[src/rtl/lsu_align_pkg.sv]
package lsu_align_pkg;

  localparam logic [1:0] SZ_BYTE = 2'd0;
  localparam logic [1:0] SZ_HALF = 2'd1;

  localparam logic [1:0] KIND_SINGLE = 2'd0;

  localparam logic [3:0] FLT_ALIGN = 4'b0001;

  typedef enum logic [1:0] {
    ST_IDLE,
    ST_SECOND,
    ST_RESP,
    ST_FAULT
  } state_e;

  typedef struct packed {
    logic       fault;
    logic       split;
    logic [1:0] ld_off;
    logic [1:0] st_off;
    logic [3:0] lanes;
  } plan_t;

endpackage

[src/rtl/lsu_align_decode.sv]
module lsu_align_decode
  import lsu_align_pkg::*;
(
  input  logic       strict_en,
  input  logic       unal_en,
  input  logic [1:0] size,
  input  logic [1:0] kind,
  input  logic [1:0] off,
  output plan_t      plan
);

  logic       single, is_half, word_like, mis;
  logic [2:0] nbytes, span;

  always_comb begin
    single    = (kind == KIND_SINGLE);
    is_half   = single && (size == SZ_HALF);
    word_like = !single || size[1];
    nbytes    = word_like ? 3'd4 : (is_half ? 3'd2 : 3'd1);
    mis       = word_like ? (off != 2'b00) : (is_half && off[0]);

    plan.fault = mis && (strict_en || (unal_en && !single));

    if (unal_en) begin
      plan.ld_off = off;
      plan.st_off = off;
    end else if (word_like) begin
      plan.ld_off = off;      // legacy rotate on load
      plan.st_off = 2'b00;    // legacy store is not rotated
    end else if (is_half) begin
      plan.ld_off = {off[1], 1'b0};
      plan.st_off = {off[1], 1'b0};
    end else begin
      plan.ld_off = off;
      plan.st_off = off;
    end

    span       = {1'b0, plan.st_off} + nbytes;
    plan.split = unal_en && !plan.fault && (span > 3'd4);
    plan.lanes = word_like ? 4'hF : (is_half ? 4'h3 : 4'h1);
  end

endmodule

[src/rtl/lsu_align_store.sv]
module lsu_align_store (
  input  logic [31:0] wdata,
  input  logic [1:0]  off,
  input  logic [3:0]  lanes,
  output logic [63:0] wd_pair,
  output logic [7:0]  be_pair
);

  always_comb begin
    wd_pair = {32'b0, wdata} << {off, 3'b000};
    be_pair = {4'b0, lanes} << off;
  end

endmodule

[src/rtl/lsu_align_load.sv]
module lsu_align_load (
  input  logic [31:0] lo_word,
  input  logic [31:0] hi_word,
  input  logic [1:0]  off,
  input  logic [3:0]  lanes,
  input  logic        sgn,
  output logic [31:0] result
);

  logic [63:0] pair;
  logic [31:0] sh;

  always_comb begin
    pair = {hi_word, lo_word};
    sh   = 32'(pair >> {off, 3'b000});
    unique case (lanes)
      4'h1:    result = {{24{sgn & sh[7]}}, sh[7:0]};
      4'h3:    result = {{16{sgn & sh[15]}}, sh[15:0]};
      default: result = sh;
    endcase
  end

endmodule

[src/rtl/lsu_align_unit.sv]
module lsu_align_unit
  import lsu_align_pkg::*;
#(
  parameter int AW = 12
) (
  input  logic          clk,
  input  logic          rst_n,
  input  logic          cfg_strict,
  input  logic          cfg_unaligned,
  input  logic          req_valid,
  output logic          req_ready,
  input  logic          req_write,
  input  logic [1:0]    req_size,
  input  logic [1:0]    req_kind,
  input  logic          req_signed,
  input  logic [AW-1:0] req_addr,
  input  logic [31:0]   req_wdata,
  output logic          mem_req,
  output logic          mem_we,
  output logic [AW-1:0] mem_addr,
  output logic [3:0]    mem_be,
  output logic [31:0]   mem_wdata,
  input  logic [31:0]   mem_rdata,
  output logic          done,
  output logic          fault,
  output logic [3:0]    fault_code,
  output logic [31:0]   rdata
);

  localparam int WAW = AW - 2;

  // reset: asynchronous assert, synchronous release
  logic [1:0] rst_pipe;
  logic       rst_sync_n;

  always_ff @(posedge clk or negedge rst_n) begin
    if (!rst_n) rst_pipe <= 2'b00;
    else        rst_pipe <= {rst_pipe[0], 1'b1};
  end
  assign rst_sync_n = rst_pipe[1];

  plan_t       plan;
  logic [63:0] wd_pair;
  logic [7:0]  be_pair;
  logic [31:0] ld_word;

  state_e   state_q, state_d;
  logic           wr_q, sgn_q, split_q;
  logic [1:0]     ld_off_q;
  logic [3:0]     lanes_q, be_hi_q;
  logic [31:0]    wd_hi_q, lo_q;
  logic [WAW-1:0] nxt_q;
  logic           accept, hold_en, lo_en;

  lsu_align_decode u_dec (
    .strict_en (cfg_strict),
    .unal_en   (cfg_unaligned),
    .size      (req_size),
    .kind      (req_kind),
    .off       (req_addr[1:0]),
    .plan      (plan)
  );

  lsu_align_store u_st (
    .wdata   (req_wdata),
    .off     (plan.st_off),
    .lanes   (plan.lanes),
    .wd_pair (wd_pair),
    .be_pair (be_pair)
  );

  lsu_align_load u_ld (
    .lo_word (split_q ? lo_q : mem_rdata),
    .hi_word (mem_rdata),
    .off     (ld_off_q),
    .lanes   (lanes_q),
    .sgn     (sgn_q),
    .result  (ld_word)
  );

  // next-state and output logic
  always_comb begin
    req_ready  = (state_q == ST_IDLE);
    accept     = req_valid && req_ready;
    hold_en    = accept;
    lo_en      = (state_q == ST_SECOND);
    state_d    = state_q;
    mem_req    = 1'b0;
    mem_we     = 1'b0;
    mem_addr   = {req_addr[AW-1:2], 2'b00};
    mem_be     = 4'hF;
    mem_wdata  = 32'b0;
    done       = 1'b0;
    fault      = 1'b0;
    fault_code = 4'b0000;
    rdata      = 32'b0;

    unique case (state_q)
      ST_IDLE: begin
        if (accept) begin
          if (plan.fault) begin
            state_d = ST_FAULT;
          end else begin
            state_d   = plan.split ? ST_SECOND : ST_RESP;
            mem_req   = 1'b1;
            mem_we    = req_write;
            mem_be    = req_write ? be_pair[3:0] : 4'hF;
            mem_wdata = wd_pair[31:0];
          end
        end
      end
      ST_SECOND: begin
        state_d   = ST_RESP;
        mem_req   = 1'b1;
        mem_we    = wr_q;
        mem_addr  = {nxt_q, 2'b00};
        mem_be    = wr_q ? be_hi_q : 4'hF;
        mem_wdata = wd_hi_q;
      end
      ST_RESP: begin
        state_d = ST_IDLE;
        done    = 1'b1;
        rdata   = wr_q ? 32'b0 : ld_word;
      end
      default: begin
        state_d    = ST_IDLE;
        done       = 1'b1;
        fault      = 1'b1;
        fault_code = FLT_ALIGN;
      end
    endcase
  end

  // state register
  always_ff @(posedge clk or negedge rst_sync_n) begin
    if (!rst_sync_n) state_q <= ST_IDLE;
    else             state_q <= state_d;
  end

  // request hold registers
  always_ff @(posedge clk) begin
    if (hold_en) begin
      wr_q     <= req_write;
      sgn_q    <= req_signed;
      split_q  <= plan.split;
      ld_off_q <= plan.ld_off;
      lanes_q  <= plan.lanes;
      be_hi_q  <= be_pair[7:4];
      wd_hi_q  <= wd_pair[63:32];
      nxt_q    <= req_addr[AW-1:2] + WAW'(1);
    end
  end

  // lower word of a split load
  always_ff @(posedge clk) begin
    if (lo_en) lo_q <= mem_rdata;
  end

endmodule

[config.mk]
export PLATFORM = sky130hd
export DESIGN_NAME = lsu_align_unit
export DESIGN_NICKNAME = d
export VERILOG_FILES = /design/src/rtl/lsu_align_pkg.sv /design/src/rtl/lsu_align_decode.sv /design/src/rtl/lsu_align_store.sv /design/src/rtl/lsu_align_load.sv /design/src/rtl/lsu_align_unit.sv
export SDC_FILE = /design/constraint.sdc
export NUM_CORES = 1
export LEC_CHECK = 0
export ABC_AREA = 1
export BUFFER_PORTS_ARGS = -buffer_cell sky130_fd_sc_hd__buf_2
export CAP_MARGIN = 20
export CORE_UTILIZATION = 38
export CTS_CLUSTER_SIZE = 14
export DETAILED_ROUTE_END_ITERATION = 10
export RECOVER_POWER = 100
export SYNTH_ARGS = -nofsm -noshare
export SYNTH_HDL_FRONTEND = slang
export SYNTH_SLANG_ARGS = --single-unit
[constraint.sdc]
create_clock -name clk -period 2.26 [get_ports clk]
set_clock_uncertainty 0.05 [all_clocks]
set_input_delay 0.113 -clock clk [delete_from_list [all_inputs] [get_ports clk]]
set_output_delay 0.113 -clock clk [all_outputs]
set_load 0.1 [all_outputs]
== After elaboration in Yosys (flattened, before gate mapping) ==
Cells that the tools add are included.
Word-level totals
  register bits after elaboration: 91
  bits of input ports: 87
  output and inout bits: 89
  word-level logic and storage cells: 75
Operators by class
  add/sub/neg operators: 2
  order comparisons: 1
  eq/ne operators: 6
  shift-type cells: 3
  mux-type cells: 34
  bitwise logic cells: 2
  reduce and logical (&&, ||, !) cells: 16
Operator list (count)
  $mux 32: 5
  $pmux 32 s2: 2
  $shl 32x5->64: 1
  $shr 64x5->32: 1
  $mux 4: 5
  $mux 12: 1
  $mux 3: 4
  $add 10x1->10 const B: 1
  $mux 2: 5
  $mux 1: 8
  $pmux 4 s2: 1
  $shl 4x2->8: 1
  $logic_and 1x1->1: 7
  $eq 2x1->1 const B: 2
  $eq 4x1->1 const B: 1
  $eq 4x2->1 const B: 1
  $logic_not 2->1: 2
  $pmux 1 s2: 2
  $pmux 2 s2: 1
  $add 2x3->3: 1
  $gt 3x3->1 const B: 1
  $reduce_or 3->1: 1
  $and 1x1->1: 2
  $eq 2x2->1 const B: 1
  5 further kinds: 7

== Logic depth before layout (Yosys ltp) ==
  depth after elaboration: 12
  mapped depth: 15
  gate-level depth less buffers: 14

== By module ==
From an unflattened synthesis, not the netlist that was laid out.
Unflattened totals
  cells, all modules: 939
  area total of the unflattened synthesis: 6859.1 um2
By module, submodules not included
  lsu_align_unit: times used 1, cells each 405, area an instance 4325.4 um2, sequential area each 2712.6 um2
  lsu_align_store: times used 1, cells each 255, area an instance 1181.1 um2, sequential area each 0.0 um2
  lsu_align_load: times used 1, cells each 239, area an instance 1128.6 um2, sequential area each 0.0 um2
  lsu_align_decode: times used 1, cells each 40, area an instance 224.0 um2, sequential area each 0.0 um2

== Worst setup path after synthesis ==
No wires, ideal clock.
  path type: reg-to-output
  from: register state_q[1]
  to: output mem_wdata[25]
  data arrival time: 4.335 ns
  required time: 2.097 ns
  slack: -2.238 ns
  cell stages (with the launch flop): 7
  path buffers: 1
  cell sequence: dfrtp_1 nor2_1 nand2_1 inv_2 nand3_4 buf_6 o21ai_1
On the way
  word-level cells in the longest chain between the ends: 4
  elaborated cells on any way between the ends: 5
  classes of those cells: 1 x eq/ne; 2 x mux; 2 x reduce/logical
RTL lines
  start: declaration: line lsu_align_unit.sv:47  | state_e state_q, state_d;
  start signal: assignment: line lsu_align_unit.sv:137  | else state_q <= state_d;
  $logic_not 2->1: line lsu_align_unit.sv:83  | req_ready = (state_q == ST_IDLE);
  via req_ready: line lsu_align_unit.sv:11  | output logic req_ready,
  $logic_and 1x1->1: line lsu_align_unit.sv:84  | accept = req_valid && req_ready;
  via accept: line lsu_align_unit.sv:53  | logic accept, hold_en, lo_en;
  $mux 32: line lsu_align_unit.sv:100  | if (accept) begin
  $pmux 32 s2: line lsu_align_unit.sv:98  | unique case (state_q)
  end: declaration: line lsu_align_unit.sv:22  | output logic [31:0] mem_wdata,
The timed path passes the listed nets, and every way through them passes these cells.

== Worst setup path after layout ==
  from: register split_q
  to: output rdata[28]
On the way
  word-level cells in the longest chain between the ends: 6
  elaborated cells on any way between the ends: 7
  classes of those cells: 1 x shift; 4 x mux; 2 x bitwise
RTL lines
  start: declaration: line lsu_align_unit.sv:48  | logic wr_q, sgn_q, split_q;
  start signal: assignment: line lsu_align_unit.sv:145  | split_q <= plan.split;
  $mux 32 (*): line lsu_align_unit.sv:73  | .lo_word (split_q ? lo_q : mem_rdata),
  $shr 64x5->32 (*): line lsu_align_load.sv:15  | sh = 32'(pair >> {off, 3'b000});
  $and 1x1->1, on equally long branches: line lsu_align_load.sv:18, lsu_align_load.sv:17
  $pmux 32 s2 (*): line lsu_align_load.sv:16  | unique case (lanes)
  $mux 32 (*): line lsu_align_unit.sv:123  | rdata = wr_q ? 32'b0 : ld_word;
  $mux 32 (*): line lsu_align_unit.sv:98
  end: declaration: line lsu_align_unit.sv:27  | output logic [31:0] rdata
Every way passes the cells marked *; elsewhere a longest branch is shown, timed or not.

==> run metrics <==
Starting Density roughly two fifths; Final #Nets 1137; htree depth 3; clock-pin slew on the worst setup and hold paths around 0.070 ns; vias post-DR between 6000 and 7000; Die Span Y ~130 µm; DRT Pass-1 Iters 5; FF-to-FF Start state_q[0]; DR WL/cell 16.0 µm; Register Area between 2000 and 2500 µm²; failing checks setup timing; Syn Inst Count roughly 830; Max Cap Violations 0; number of synthesized register bits 80; dpl cells 1183; NetSw around 2.9 mW; Synth async-reset ratio ~5.0%; Max Slew Vio Count 0; Ant. Diodes 0; share of cells above drive strength 1 between 30% and 40%; most common cell after layout, fill and taps aside nand2_1; HP Class primary input to asynchronous set/reset pin; global route overflow 0; crit path to rdata[28]; total track usage between 20% and 30%; PwrDens about 690 nW/µm²; IO buf count 170; Synth Cell Area between 5000 and 6000 µm²; Worst setup EP type primary output; crit path launch split_q; crit path DAT ~2.1 ns; initial antenna violation count 2; CP cell instances buf_6 -> clkinv_8 -> nand2_4 -> nand2_2 -> nand2_2 -> nand3_2 -> nand3b_1 -> nand3_4 -> nand2_2 -> inv_2 -> buf_12; sequential share of the synthesized area 39.8%; HPWL Detailed roughly 14000 µm; final WL between 20000 and 25000 µm; most used cell, CP nand2_2; clk root buf clkbuf_16; status finished with violations; via/cell ratio ~5; Clock Power Share between 20% and 30%; Routability Congestion 0.885; critical path fanouts, max 8; I/O pin cnt about 180; Area Growth Syn to Fin 53.6%; TritonCTS Buffers 9; clk_lat worst skew around 0.35 ns; flop2flop setup slack between 0.3 and 0.4 ns; Syn Area/Cell between 7 and 8 µm²; critical path required time ~2.1 ns; antenna viol nets, final 0; Max-slew headroom around a quarter; vias in the first global route 5872; R2R depth 4; num rows 45; peak supply drop around 0.00042 V; reg2reg end wr_q; CP Launch Type flop; crit path time final between 2 and 2.5 ns; number of flops mapped to enable cells by yosys 76; setup violators final 8; Leak Pwr roughly 4.1 nW; warnings from Yosys 0; chip width roughly 130 µm; largest net degree at the start of global routing 46; RSZ-0062 raised after global routing true; Net Sw Frac between 40 and 50%; Hold WS about 0.013 ns; fmax roughly 440 MHz; Max stage delay on crit path 0.43 ns; sequential share of power just under 30%; commonest register cell after synthesis edfxtp_1; final non-filler cell total 1262; Yosys cell types 40; # DRC 0; first-pass GRT wire length ~31000 µm; DR iter-0 viols approximately 450; Die Area ~16000 µm²; Fin. Hold Viols 0; Gate power share approximately half; Core Box Area approximately 15000 µm²; internal power ~3.4 mW; commonest non-fill, non-tap cells in the layout nand2_1 (277), edfxtp_1 (76), buf_2 (65); post-route setup slack -0.0200 ns; Multi-input gate area 3480 µm²; # fillers 1363; Pwr Total roughly 6.3 mW; Clock Sinks 80; Clock Path Buffers 2; Worst-Margin Slew 1.15 ns; Final Cycle Share 101%; Setup CP Type flop to primary output; Slowest cell on crit path edfxtp_1; CTS tree built
-- final cells by class --
type | instances | area share [%]
clock buffer | 9 | 2.45
clock inverter | 7 | 0.572
inverter | 69 | 3.17
multi-input combinational | 631 | 37.8
sequential | 80 | 25.9
tap | 211 | 2.87
timing repair buffer | 255 | 27.2
-- worst min-delay path by stage --
| stage | from | to | slack (ns) | cells after the start |
|---|---|---|---|---|
| floorplan | rst_n | rst_pipe[0] | -0.23 | 0 |
| global placement | rst_n | rst_pipe[0] | -0.15 | 1 |
| detailed placement | rst_n | rst_pipe[0] | -0.15 | 1 |
| CTS | rst_n | rst_pipe[0] | 0.01 | 2 |
| global route | rst_n | rst_pipe[1] | 0.02 | 2 |
| finish | rst_n | rst_pipe[0] | 0.01 | 2 |
-- synthesized netlist by cell type, types with 4 or more instances --
master,instances,area [µm²]
a21oi_1,33,165
o21ai_1,29,145
dfrtp_1,4,100
inv_2,5,18.8
nor2_1,62,233
nand2_1,315,1180
nor3_1,5,25.0
buf_2,17,85.1
xor2_1,6,52.6
clkbuf_1,8,30.0
o21ai_0,47,235
buf_6,10,113
o211ai_1,5,37.5
inv_1,60,225
o21ba_2,5,50.1
buf_4,13,97.6
edfxtp_1,76,2280
o21ai_2,8,70.1
nand2_2,5,31.3
nand3_1,65,325
nand2_4,14,158
-- flip-flops by register name, summed over array words and instances, names as in the netlist --
register,flops
be_hi_q,3
wd_hi_q,24
lo_q,32
split_q,1
lanes_q,2
sgn_q,1
rst_pipe,2
ld_off_q,2
wr_q,1
state_q,2
nxt_q,10
-- routing by layer --
| layer | wire length (µm) | global-route usage (%) |
|---|---|---|
| met5 | 23 | 0 |
| met4 | 767 | 10.4 |
| met3 | 1380 | 5.57 |
| met2 | 9880 | 40.9 |
| met1 | 8080 | 30.8 |
-- per-stage QoR --
step	setup WS (ns)	TNS [ns]	util [%]	area, µm²
after floorplan	-0.751	-10.02	-	6370
after global placement	0.173	0	55.2	8430
after detailed placement	0.143	0	55.2	8430
after CTS	-0.0126	-0.0126	60.1	9180
after global routing	-0.117	-2.18	60.2	9190
final	-0.0200	-0.107	60.2	9190
-- critical path, delay by kind of cell, from the launching register on --
| family | cells | cell delay, ns |
|---|---|---|
| and+or+nand+nor | 7 | 0.86 |
| buffers and inverters | 4 | 0.48 |
| DFF | 1 | 0.43 |
-- power groups by stage --
stage	clock, mW	sequential, mW	combinational [mW]
5_1_grt	1.51	1.83	3.23
4_1_cts	1.45	1.82	3.08
3_5_place_dp	0	1.86	2.98
3_3_place_gp	0	1.85	2.98
6_report	1.43	1.82	3.07
2_1_floorplan	0	1.84	2.05
-- cells by family after synthesis --
logic type	count (synthesis)	share of synthesized area [%]
and+or+nand+nor	480	35.2
AOI/OAI and AO/OA	132	12.4
buffers and inverters	121	10.5
DFF	80	39.8
xor gates and xnor gates	7	1.03
adders and majority gates	4	0.962
other	2	0.126
-- timing repair --
item,4_1_cts,5_1_grt
setup endpoints to repair,29,43
hold buffers,40,0
cloned,1,3
pin swaps,2,19
buffers inserted,4,16
gates resized for setup,5,97
endpoints found under the hold margin,42,0
No activity file was read; power rests on OpenSTA's default activity.
